==> src/rtl/uart_ci_pkg.sv <==
package uart_ci_pkg;

  localparam int unsigned NSRC  = 13;
  localparam int unsigned CMD_W = 12;
  localparam int unsigned CH_W  = 5;
  localparam int unsigned GEN_W = 3;

  // direction-enable bit positions in the command word
  localparam int unsigned C_RXEN  = 0;
  localparam int unsigned C_RXDIS = 1;
  localparam int unsigned C_TXEN  = 2;
  localparam int unsigned C_TXDIS = 3;

  // interrupt cause positions
  localparam int unsigned S_TXLEV  = 0;
  localparam int unsigned S_HUNT   = 1;
  localparam int unsigned S_BRKCHG = 2;
  localparam int unsigned S_STALE  = 3;
  localparam int unsigned S_RXLEV  = 4;
  localparam int unsigned S_CTSD   = 5;
  localparam int unsigned S_CTS    = 6;
  localparam int unsigned S_TXRDY  = 7;
  localparam int unsigned S_TXERR  = 8;
  localparam int unsigned S_TXDONE = 9;
  localparam int unsigned S_BRKS   = 10;
  localparam int unsigned S_BRKE   = 11;
  localparam int unsigned S_PARFR  = 12;

  localparam logic [NSRC-1:0] STICKY = (NSRC'(1) << S_BRKCHG) | (NSRC'(1) << S_STALE)
                                     | (NSRC'(1) << S_CTSD)   | (NSRC'(1) << S_TXRDY)
                                     | (NSRC'(1) << S_TXERR)  | (NSRC'(1) << S_TXDONE)
                                     | (NSRC'(1) << S_BRKS)   | (NSRC'(1) << S_BRKE)
                                     | (NSRC'(1) << S_PARFR);
  localparam logic [NSRC-1:0] LEVEL = ~STICKY;

  // general command codes
  localparam logic [GEN_W-1:0] G_CLR_TXRDY = 3'd3;
  localparam logic [GEN_W-1:0] G_FORCE     = 3'd4;
  localparam logic [GEN_W-1:0] G_STALE_ON  = 3'd5;
  localparam logic [GEN_W-1:0] G_STALE_OFF = 3'd6;

  typedef struct packed {
    logic rx_rst;
    logic tx_rst;
    logic err_rst;
    logic brk_on;
    logic brk_off;
  } strobe_t;

  function automatic logic [CH_W-1:0] chan_code(input logic [CMD_W-1:0] c);
    return {c[11], c[7:4]};
  endfunction

  function automatic logic [GEN_W-1:0] gen_code(input logic [CMD_W-1:0] c);
    return c[10:8];
  endfunction

  function automatic strobe_t decode_strobes(input logic [CH_W-1:0] ch);
    strobe_t s;
    s.rx_rst  = (ch == 5'd1);
    s.tx_rst  = (ch == 5'd2);
    s.err_rst = (ch == 5'd3);
    s.brk_on  = (ch == 5'd5);
    s.brk_off = (ch == 5'd6);
    return s;
  endfunction

  function automatic logic [NSRC-1:0] clear_vec(input logic [CH_W-1:0] ch,
                                                input logic [GEN_W-1:0] g);
    logic [NSRC-1:0] v;
    v = '0;
    case (ch)
      5'h04:   v[S_BRKCHG] = 1'b1;
      5'h07:   v[S_CTSD]   = 1'b1;
      5'h08:   v[S_STALE]  = 1'b1;
      5'h10:   v[S_TXERR]  = 1'b1;
      5'h11:   v[S_TXDONE] = 1'b1;
      5'h12:   v[S_BRKS]   = 1'b1;
      5'h13:   v[S_BRKE]   = 1'b1;
      5'h14:   v[S_PARFR]  = 1'b1;
      default: ;
    endcase
    if (g == G_CLR_TXRDY) v[S_TXRDY] = 1'b1;
    return v;
  endfunction

endpackage

==> src/rtl/uart_ci_cmd_dec.sv <==
module uart_ci_cmd_dec
  import uart_ci_pkg::*;
(
  input  logic             clk,
  input  logic             rst_n,
  input  logic             cmd_we,
  input  logic [CMD_W-1:0] cmd_data,
  output logic             rx_en,
  output logic             tx_en,
  output logic             stale_en,
  output strobe_t          stb,
  output logic [NSRC-1:0]  clr_vec,
  output logic             force_stale
);

  logic [CH_W-1:0]  ch;
  logic [GEN_W-1:0] gc;

  assign ch          = chan_code(cmd_data);
  assign gc          = gen_code(cmd_data);
  assign clr_vec     = cmd_we ? clear_vec(ch, gc) : '0;
  assign force_stale = cmd_we && (gc == G_FORCE);

  always_ff @(posedge clk or negedge rst_n) begin
    if (!rst_n) begin
      rx_en    <= 1'b0;
      tx_en    <= 1'b0;
      stale_en <= 1'b0;
      stb      <= '0;
    end else begin
      stb <= cmd_we ? decode_strobes(ch) : '0;
      if (cmd_we) begin
        if (cmd_data[C_RXDIS])     rx_en <= 1'b0;
        else if (cmd_data[C_RXEN]) rx_en <= 1'b1;
        if (cmd_data[C_TXDIS])     tx_en <= 1'b0;
        else if (cmd_data[C_TXEN]) tx_en <= 1'b1;
        if (gc == G_STALE_ON)       stale_en <= 1'b1;
        else if (gc == G_STALE_OFF) stale_en <= 1'b0;
      end
    end
  end

  p_rx_disable_wins_r1: assert property (@(posedge clk) disable iff (!rst_n)
    (cmd_we && cmd_data[C_RXDIS]) |=> !rx_en);
  p_tx_disable_wins_r1: assert property (@(posedge clk) disable iff (!rst_n)
    (cmd_we && cmd_data[C_TXDIS]) |=> !tx_en);
  p_one_strobe_r2: assert property (@(posedge clk) disable iff (!rst_n)
    $onehot0({stb.rx_rst, stb.tx_rst, stb.err_rst, stb.brk_on, stb.brk_off}));
  p_strobe_needs_write_r2: assert property (@(posedge clk) disable iff (!rst_n)
    (stb != '0) |-> $past(cmd_we));
  p_stale_on_r4: assert property (@(posedge clk) disable iff (!rst_n)
    (cmd_we && gc == G_STALE_ON) |=> stale_en);

endmodule

==> src/rtl/uart_ci_irq_bank.sv <==
module uart_ci_irq_bank
  import uart_ci_pkg::*;
(
  input  logic            clk,
  input  logic            rst_n,
  input  logic [NSRC-1:0] set_vec,
  input  logic [NSRC-1:0] clr_vec,
  input  logic [NSRC-1:0] lvl_vec,
  input  logic            mask_we,
  input  logic [NSRC-1:0] mask_data,
  output logic [NSRC-1:0] raw_q,
  output logic [NSRC-1:0] masked,
  output logic [NSRC-1:0] mask_q,
  output logic            irq_q
);

  logic [NSRC-1:0] raw_d;
  logic            any_masked;

  // set is applied after clear, so a same-cycle event wins
  assign raw_d      = (STICKY & ((raw_q & ~clr_vec) | set_vec)) | (LEVEL & lvl_vec);
  assign masked     = raw_q & mask_q;
  assign any_masked = |masked;

  always_ff @(posedge clk or negedge rst_n) begin
    if (!rst_n) begin
      raw_q  <= '0;
      mask_q <= '0;
      irq_q  <= 1'b0;
    end else begin
      raw_q <= raw_d;
      if (mask_we) mask_q <= mask_data;
      irq_q <= any_masked;
    end
  end

  p_set_wins_r7: assert property (@(posedge clk) disable iff (!rst_n)
    (|(set_vec & STICKY)) |=> ((raw_q & $past(set_vec & STICKY)) == $past(set_vec & STICKY)));
  p_clear_takes_r3: assert property (@(posedge clk) disable iff (!rst_n)
    (|(clr_vec & ~set_vec & STICKY)) |=> ((raw_q & $past(clr_vec & ~set_vec & STICKY)) == '0));
  p_sticky_holds_r6: assert property (@(posedge clk) disable iff (!rst_n)
    (|(raw_q & STICKY)) |=> (($past(raw_q & ~clr_vec & STICKY) & ~raw_q) == '0));
  p_irq_follows_r10: assert property (@(posedge clk) disable iff (!rst_n)
    irq_q == $past(|(raw_q & mask_q)));

endmodule

==> src/rtl/uart_cmd_irq.sv <==
module uart_cmd_irq
  import uart_ci_pkg::*;
(
  input  logic        clk,
  input  logic        rst_n,
  input  logic        cmd_we,
  input  logic [11:0] cmd_data,
  input  logic        mask_we,
  input  logic [12:0] mask_data,
  input  logic        tx_level_in,
  input  logic        rx_hunt_in,
  input  logic        rx_level_in,
  input  logic        cts_in,
  input  logic        ev_brk_chg,
  input  logic        ev_rx_stale,
  input  logic        ev_tx_ready,
  input  logic        ev_tx_err,
  input  logic        ev_tx_done,
  input  logic        ev_brk_start,
  input  logic        ev_brk_end,
  input  logic        ev_par_frame,
  output logic        rx_en,
  output logic        tx_en,
  output logic        stale_en,
  output logic        rx_reset_stb,
  output logic        tx_reset_stb,
  output logic        err_reset_stb,
  output logic        brk_start_stb,
  output logic        brk_stop_stb,
  output logic [12:0] raw_status,
  output logic [12:0] masked_status,
  output logic [12:0] mask_q,
  output logic        irq
);

  strobe_t         stb;
  logic [NSRC-1:0] clr_vec;
  logic [NSRC-1:0] set_vec;
  logic [NSRC-1:0] lvl_vec;
  logic            force_stale;
  logic            cts_q;
  logic            cts_delta;

  always_ff @(posedge clk or negedge rst_n) begin
    if (!rst_n) cts_q <= 1'b0;
    else        cts_q <= cts_in;
  end

  assign cts_delta = cts_in ^ cts_q;

  always_comb begin
    set_vec           = '0;
    set_vec[S_BRKCHG] = ev_brk_chg;
    set_vec[S_STALE]  = (ev_rx_stale && stale_en) || force_stale;
    set_vec[S_CTSD]   = cts_delta;
    set_vec[S_TXRDY]  = ev_tx_ready;
    set_vec[S_TXERR]  = ev_tx_err;
    set_vec[S_TXDONE] = ev_tx_done;
    set_vec[S_BRKS]   = ev_brk_start;
    set_vec[S_BRKE]   = ev_brk_end;
    set_vec[S_PARFR]  = ev_par_frame;
    lvl_vec           = '0;
    lvl_vec[S_TXLEV]  = tx_level_in;
    lvl_vec[S_HUNT]   = rx_hunt_in;
    lvl_vec[S_RXLEV]  = rx_level_in;
    lvl_vec[S_CTS]    = cts_in;
  end

  uart_ci_cmd_dec u_dec (
    .clk         (clk),
    .rst_n       (rst_n),
    .cmd_we      (cmd_we),
    .cmd_data    (cmd_data),
    .rx_en       (rx_en),
    .tx_en       (tx_en),
    .stale_en    (stale_en),
    .stb         (stb),
    .clr_vec     (clr_vec),
    .force_stale (force_stale)
  );

  uart_ci_irq_bank u_bank (
    .clk       (clk),
    .rst_n     (rst_n),
    .set_vec   (set_vec),
    .clr_vec   (clr_vec),
    .lvl_vec   (lvl_vec),
    .mask_we   (mask_we),
    .mask_data (mask_data),
    .raw_q     (raw_status),
    .masked    (masked_status),
    .mask_q    (mask_q),
    .irq_q     (irq)
  );

  assign rx_reset_stb  = stb.rx_rst;
  assign tx_reset_stb  = stb.tx_rst;
  assign err_reset_stb = stb.err_rst;
  assign brk_start_stb = stb.brk_on;
  assign brk_stop_stb  = stb.brk_off;

  p_cts_change_r8: assert property (@(posedge clk) disable iff (!rst_n)
    (cts_in != cts_q) |=> raw_status[S_CTSD]);
  p_stale_gated_r5: assert property (@(posedge clk) disable iff (!rst_n)
    (!raw_status[S_STALE] && ev_rx_stale && !stale_en && !force_stale) |=> !raw_status[S_STALE]);

endmodule

==> config.mk <==
export PLATFORM = sky130hd
export DESIGN_NAME = uart_cmd_irq
export DESIGN_NICKNAME = d
export VERILOG_FILES = /design/src/rtl/uart_ci_pkg.sv /design/src/rtl/uart_ci_cmd_dec.sv /design/src/rtl/uart_ci_irq_bank.sv /design/src/rtl/uart_cmd_irq.sv
export SDC_FILE = /design/constraint.sdc
export NUM_CORES = 1
export LEC_CHECK = 0
export BUFFER_PORTS_ARGS = -buffer_cell sky130_fd_sc_hd__buf_2
export CAP_MARGIN = 20
export CORE_MARGIN = 1.5
export CORE_UTILIZATION = 40
export CTS_BUF_LIST = sky130_fd_sc_hd__clkbuf_16
export CTS_CLUSTER_SIZE = 24
export DETAILED_ROUTE_END_ITERATION = 10
export GPL_ROUTABILITY_DRIVEN = 0
export PLACE_DENSITY = 0.74
export SLEW_MARGIN = 0
export SYNTH_ARGS = -nofsm -noshare
export SYNTH_HDL_FRONTEND = slang
export SYNTH_HIERARCHICAL = 1
export SYNTH_SLANG_ARGS = --single-unit
export TNS_END_PERCENT = 1
==> constraint.sdc <==
create_clock -name clk -period 2.5 [get_ports clk]
set_clock_uncertainty 0.15 [all_clocks]
set_input_delay 0.75 -clock clk [delete_from_list [all_inputs] [get_ports clk]]
set_output_delay 0.75 -clock clk [all_outputs]
set_load 0.005 [all_outputs]
# [Word-level counts from Yosys, hierarchy flattened]
# Index checks and enable logic that the tools add are counted.
[word_totals] romBits=0 latch_bits=0 n_memories=0 elab_cells=62 output_inout_bits=48 reg_bits=36 ram_bits=0 input_bits=41
[classes] magnitude_cmp=0 addsub=0 n_mux=17 n_eq_ne=17 n_div=0 shifts=0 mul=0 bitwise_logic=6 n_reduce_logical=10
[ops] operator="13-bit bitwise AND" n=2
[ops] operator="5-bit equality test, second input constant" n=5
[ops] operator="5-bit by 3-bit equality test with 1-bit output, second input constant" n=4
[ops] operator="1-bit 2-to-1 mux" n=15
[ops] operator="13-bit 2-to-1 mux" n=1
[ops] operator="13-bit inverter" n=1
[ops] operator="13-bit OR" n=1
[ops] operator="13-bit by 7-bit OR with 13-bit output" n=1
[ops] operator="13-bit OR reduction" n=1
[ops] operator="5-bit by 2-bit equality test with 1-bit output, second input constant" n=2
[ops] operator="3-bit equality test, second input constant" n=3
[ops] operator="2-bit AND reduction" n=3
[ops] operator="2-bit nonzero test" n=3
[ops] operator="5-bit by 1-bit equality test with 1-bit output, second input constant" n=1
[ops] operator="5-bit by 4-bit equality test with 1-bit output, second input constant" n=1
[ops] operator="5-bit 2-to-1 mux" n=1
[ops] operator="3-bit by 2-bit equality test with 1-bit output, second input constant" n=1
[ops] operator="1-bit logical AND" n=2
[ops] operator="1-bit logical OR" n=1
[ops] operator="1-bit bitwise XOR" n=1

# [Depth between registers and ports, before layout]
[logic_depth] ltp_word=7 depth_mapped=5 depth_no_buf=4

# [Cells and area by module]
# The synthesis kept the hierarchy.
[by_module_without_submodules] mod="uart_ci_irq_bank" n_inst=1 cells_each=77 area_each_um2=1053.5 seq_area_each_um2=675.6
[by_module_without_submodules] mod="uart_ci_cmd_dec" n_inst=1 cells_each=49 area_each_um2=460.4 seq_area_each_um2=200.2
[by_module_without_submodules] mod="uart_cmd_irq" n_inst=1 cells_each=4 area_each_um2=45.0 seq_area_each_um2=25.0

# [Worst setup path before layout]
# No wires, ideal clock.
[synth_path] path_kind="input-to-reg" start="in cmd_data[4]" end="reg u_bank.raw_q[9]" path_slack_ns=0.641 arrival_time_ns=1.591 cell_stages=5 t_required_ns=2.232 n_path_buf=1 setup_ns=0.118 cell_sequence="buf_6 -> or3b_4 -> nor3_2 -> inv_1 -> a21o_1"
[synth_between] elab_chain_cells=7
[synth_rtl] item="start: declaration" line="uart_cmd_irq.sv:7" source="input logic [11:0] cmd_data,"
[synth_rtl] item="5-bit equality test" line="uart_ci_pkg.sv:72" source="case (ch)"
[synth_rtl] item="1-bit 2-to-1 mux" line="uart_ci_pkg.sv:72"
[synth_rtl] item="13-bit 2-to-1 mux" line="uart_ci_cmd_dec.sv:21" source="assign clr_vec = cmd_we ? clear_vec(ch, gc) : '0;"
[synth_rtl] item="via clr_vec[9]" line="uart_cmd_irq.sv:37" source="logic [NSRC-1:0] clr_vec;"
[synth_rtl] item="13-bit inverter" line="uart_ci_irq_bank.sv:21" source="assign raw_d = (STICKY & ((raw_q & ~clr_vec) | set_vec)) | (LEVEL & lvl_vec);"
[synth_rtl] item="13-bit bitwise AND" line="uart_ci_irq_bank.sv:21"
[synth_rtl] item="13-bit OR" line="uart_ci_irq_bank.sv:21"
[synth_rtl] item="13-bit by 7-bit OR with 13-bit output" line="uart_ci_irq_bank.sv:21"
[synth_rtl] item="via u_bank.raw_d[9]" line="uart_ci_irq_bank.sv:17" source="logic [NSRC-1:0] raw_d;"
[synth_rtl] item="end signal: assignment" line="uart_ci_irq_bank.sv:31" source="raw_q <= raw_d;"
[synth_rtl] item="end: declaration" line="uart_ci_irq_bank.sv:11" source="output logic [NSRC-1:0] raw_q,"
# The timed path passes the listed nets, and every way through them passes these cells.
# A chain may end at the register's enable or synchronous reset.

# [Final worst setup path]
[layout_path] start="reg u_bank.mask_q[3]" end="reg u_bank.irq_q"
[layout_between] elab_chain_cells=2
[layout_rtl] item="start: declaration" line="uart_ci_irq_bank.sv:13" source="output logic [NSRC-1:0] mask_q,"
[layout_rtl] item="start signal: assignment" line="uart_ci_irq_bank.sv:32" source="if (mask_we) mask_q <= mask_data;"
[layout_rtl] item="13-bit bitwise AND" line="uart_ci_irq_bank.sv:22" source="assign masked = raw_q & mask_q;"
[layout_rtl] item="13-bit OR reduction" line="uart_ci_irq_bank.sv:23" source="assign any_masked = |masked;"
[layout_rtl] item="via u_bank.any_masked" line="uart_ci_irq_bank.sv:18" source="logic any_masked;"
[layout_rtl] item="end signal: assignment" line="uart_ci_irq_bank.sv:33" source="irq_q <= any_masked;"
[layout_rtl] item="end: declaration" line="uart_ci_irq_bank.sv:14" source="output logic irq_q"
# The timed path passes the listed nets, and every way through them passes these cells.

==> impl_metrics.csv <==
group,metric,value,unit
run_status,outcome,"completed",
setup_path,arrival,1.92,ns
sta,worst_slack,0.575,ns
routing,wl_per_cell,13.0,um
finish,register_area,901,um2
setup_path,reg2reg_slack,0.58,ns
finish,multi_input_area,562,um2
sta,hold_viol_final,0,
routing,wl,3440,um
grt,grt_use_total,17.9,%
grt,grt_pass1_vias,1206,
setup_path,worstPathRequired,2.50,ns
sta,slew_violations,0,
power_and_ir_drop,power-per-cell-area,657,mW/mm2
die,start_util,41.6,%
sta,period_needed,1.92,ns
synthesis,syn-cell-area,0.00152,mm2
cts,cts_buffers,5,
placed_design,dp_hpwl,2680,um
setup_path,cp-start-kind,"register",
power_and_ir_drop,switching_share,23.1,%
synthesis,syn_avg_cell_area,12.3,um2
power_and_ir_drop,p_leak,1.02,nW
sta,slew_headroom,71.0,%
worst_hold_path,hold_path_class,"primary input to async pin",
routing,avgViaCountPerCell,4.81,
sta,fin_setup_tns,0,ns
cts,clock_sinks,36,
cts,insertion_delay,0.28,ns
finish,nNetsFinal,257,
sta,tightest_slew,0.436,ns
grt,grt_pass1_wl,5540,um
cts,h-tree-depth,2,
die,ioPinCount,89,
cts,holdBufCountCts,0,
finish,drive_gt1_share,51.2,%
grt,gr-total-overflow,0,
cts,cts.path.max_buffers,2,
die,fp.dieW,64.7,um
setup_path,crit_type,"register to register",
routing,first_iter_violations,20,
cts,postCtsSetupRepairBufs,0,
power_and_ir_drop,pwr-share-comb,13.5,%
cts,cts_tree,"yes",
finish,design_area,0.00214,mm2
cts,clkTransAtPathRegs,0.05,ns
synthesis,syn_nets,165,
sta,fin_crit_sh,77.0,%
die,rows,22,
placed_design,port_buffers,88,
power_and_ir_drop,ir_drop,0.500,mV
placed_design,placed_cell_area,0.00200,mm2
sta,rsz0062_at_grt,"no",
setup_path,reg2reg_to,"u_bank/irq_q",
sta,setup_viol,0,
grt,grt_max_degree,37,
power_and_ir_drop,p_int,1.08,mW
synthesis,yosysWarnings,6,
power_and_ir_drop,switchingPower,325,uW
finish,area_growth,40.7,%
setup_path,r2r_start,"u_bank/mask_q[3]",
power_and_ir_drop,clkPwrFrac,40.7,%
finish,final_core_util,58.5,%
setup_path,reg2reg_depth,3,
power_and_ir_drop,p_seq_share,45.8,%
flow_run,max_cap_violations,0,
sta,fmax,520,MHz
grt,antenna_found_initial,0,
die,die_area,0.00418,mm2
finish,antenna_cells,0,
cts,cts_resized,0,
routing,drc,0,
routing,ant_nets,0,
setup_path,end_kind,"register",
cts,root_buffer,"clkbuf_16",
synthesis,synthCells,124,
finish,nFillCells,319,
placed_design,post-place-ws,0.509,ns
routing,vias,1275,
routing,firstDrtPassIters,4,
setup_path,path_max_fanout,4,
die,die_y,64.7,um
die,core,0.00366,mm2
==> worst max-delay path: stages, from the launching register on <==
cell and delay, ns:
dfrtp_1 0.40, a222oi_1 0.39, or4b_1 0.47, or4_1 0.40
==> through the flow <==
stage	power [mW]	cells	hold WS [ns]
finish	1.41	265	0.348
global route	1.47	265	0.364
CTS	1.42	265	0.351
detailed placement	0.846	257	0.339
global placement	0.841	257	0.335
floorplan	0.733	124	0.304
==> sequential cells by signal (all words and copies together) (netlist names) <==
signal and count:
u_bank/mask_q 13, u_bank/raw_q 13, u_dec/stb 5, cts_q 1, u_bank/irq_q 1, u_dec/rx_en 1
u_dec/stale_en 1, u_dec/tx_en 1
==> routing by layer <==
metal	vias up	part of all wire [%]	global-route usage (%)
met3	7	10	7.64
met2	67	45	28.4
met1	584	43	21.4
met5	-	0	0
met4	0	1.5	7.18
li1	617	-	-
==> cell usage in the layout (no fill, tap or decap), drive strengths merged, types with 2 or more instances in the layout <==
master and count:
or4 2, dfrtp 36, clkbuf 5, a21o 10, nor2 4, and4b 2, and2 13, inv 11
mux2 13, nand2b 3, nand2 2, a21oi 4, nand3b 2, buf 89, nor3 6, nor4 5
==> power by group through the flow <==
| stage | registers [mW] | logic (mW) | clock network (mW) |
|---|---|---|---|
| finish | 0.644 | 0.190 | 0.572 |
| detailed placement | 0.654 | 0.193 | 0 |
| global route | 0.650 | 0.211 | 0.612 |
| CTS | 0.644 | 0.193 | 0.585 |
| floorplan | 0.654 | 0.0789 | 0 |
| global placement | 0.652 | 0.189 | 0 |
==> how the worst max path moves through the flow <==
stage | from | end | cells past startpoint
2_1_floorplan | cmd_data[4] | u_bank/raw_q[9] | 5
5_1_grt | u_bank/mask_q[3] | u_bank/irq_q | 3
6_report | u_bank/mask_q[3] | u_bank/irq_q | 3
4_1_cts | u_bank/mask_q[3] | u_bank/irq_q | 3
3_3_place_gp | cmd_data[4] | u_bank/raw_q[9] | 5
3_5_place_dp | cmd_data[4] | u_bank/raw_q[9] | 5
==> layout make-up <==
class                      instances  area share (%)
tap                               48            2.81
timing repair buffer              89            20.9
multi-input combinational         75            26.2
clock inverter                     3           0.526
clock buffer                       5            5.84
inverter                           9            1.58
sequential                        36            42.1
(Power assumes the default switching activity.)
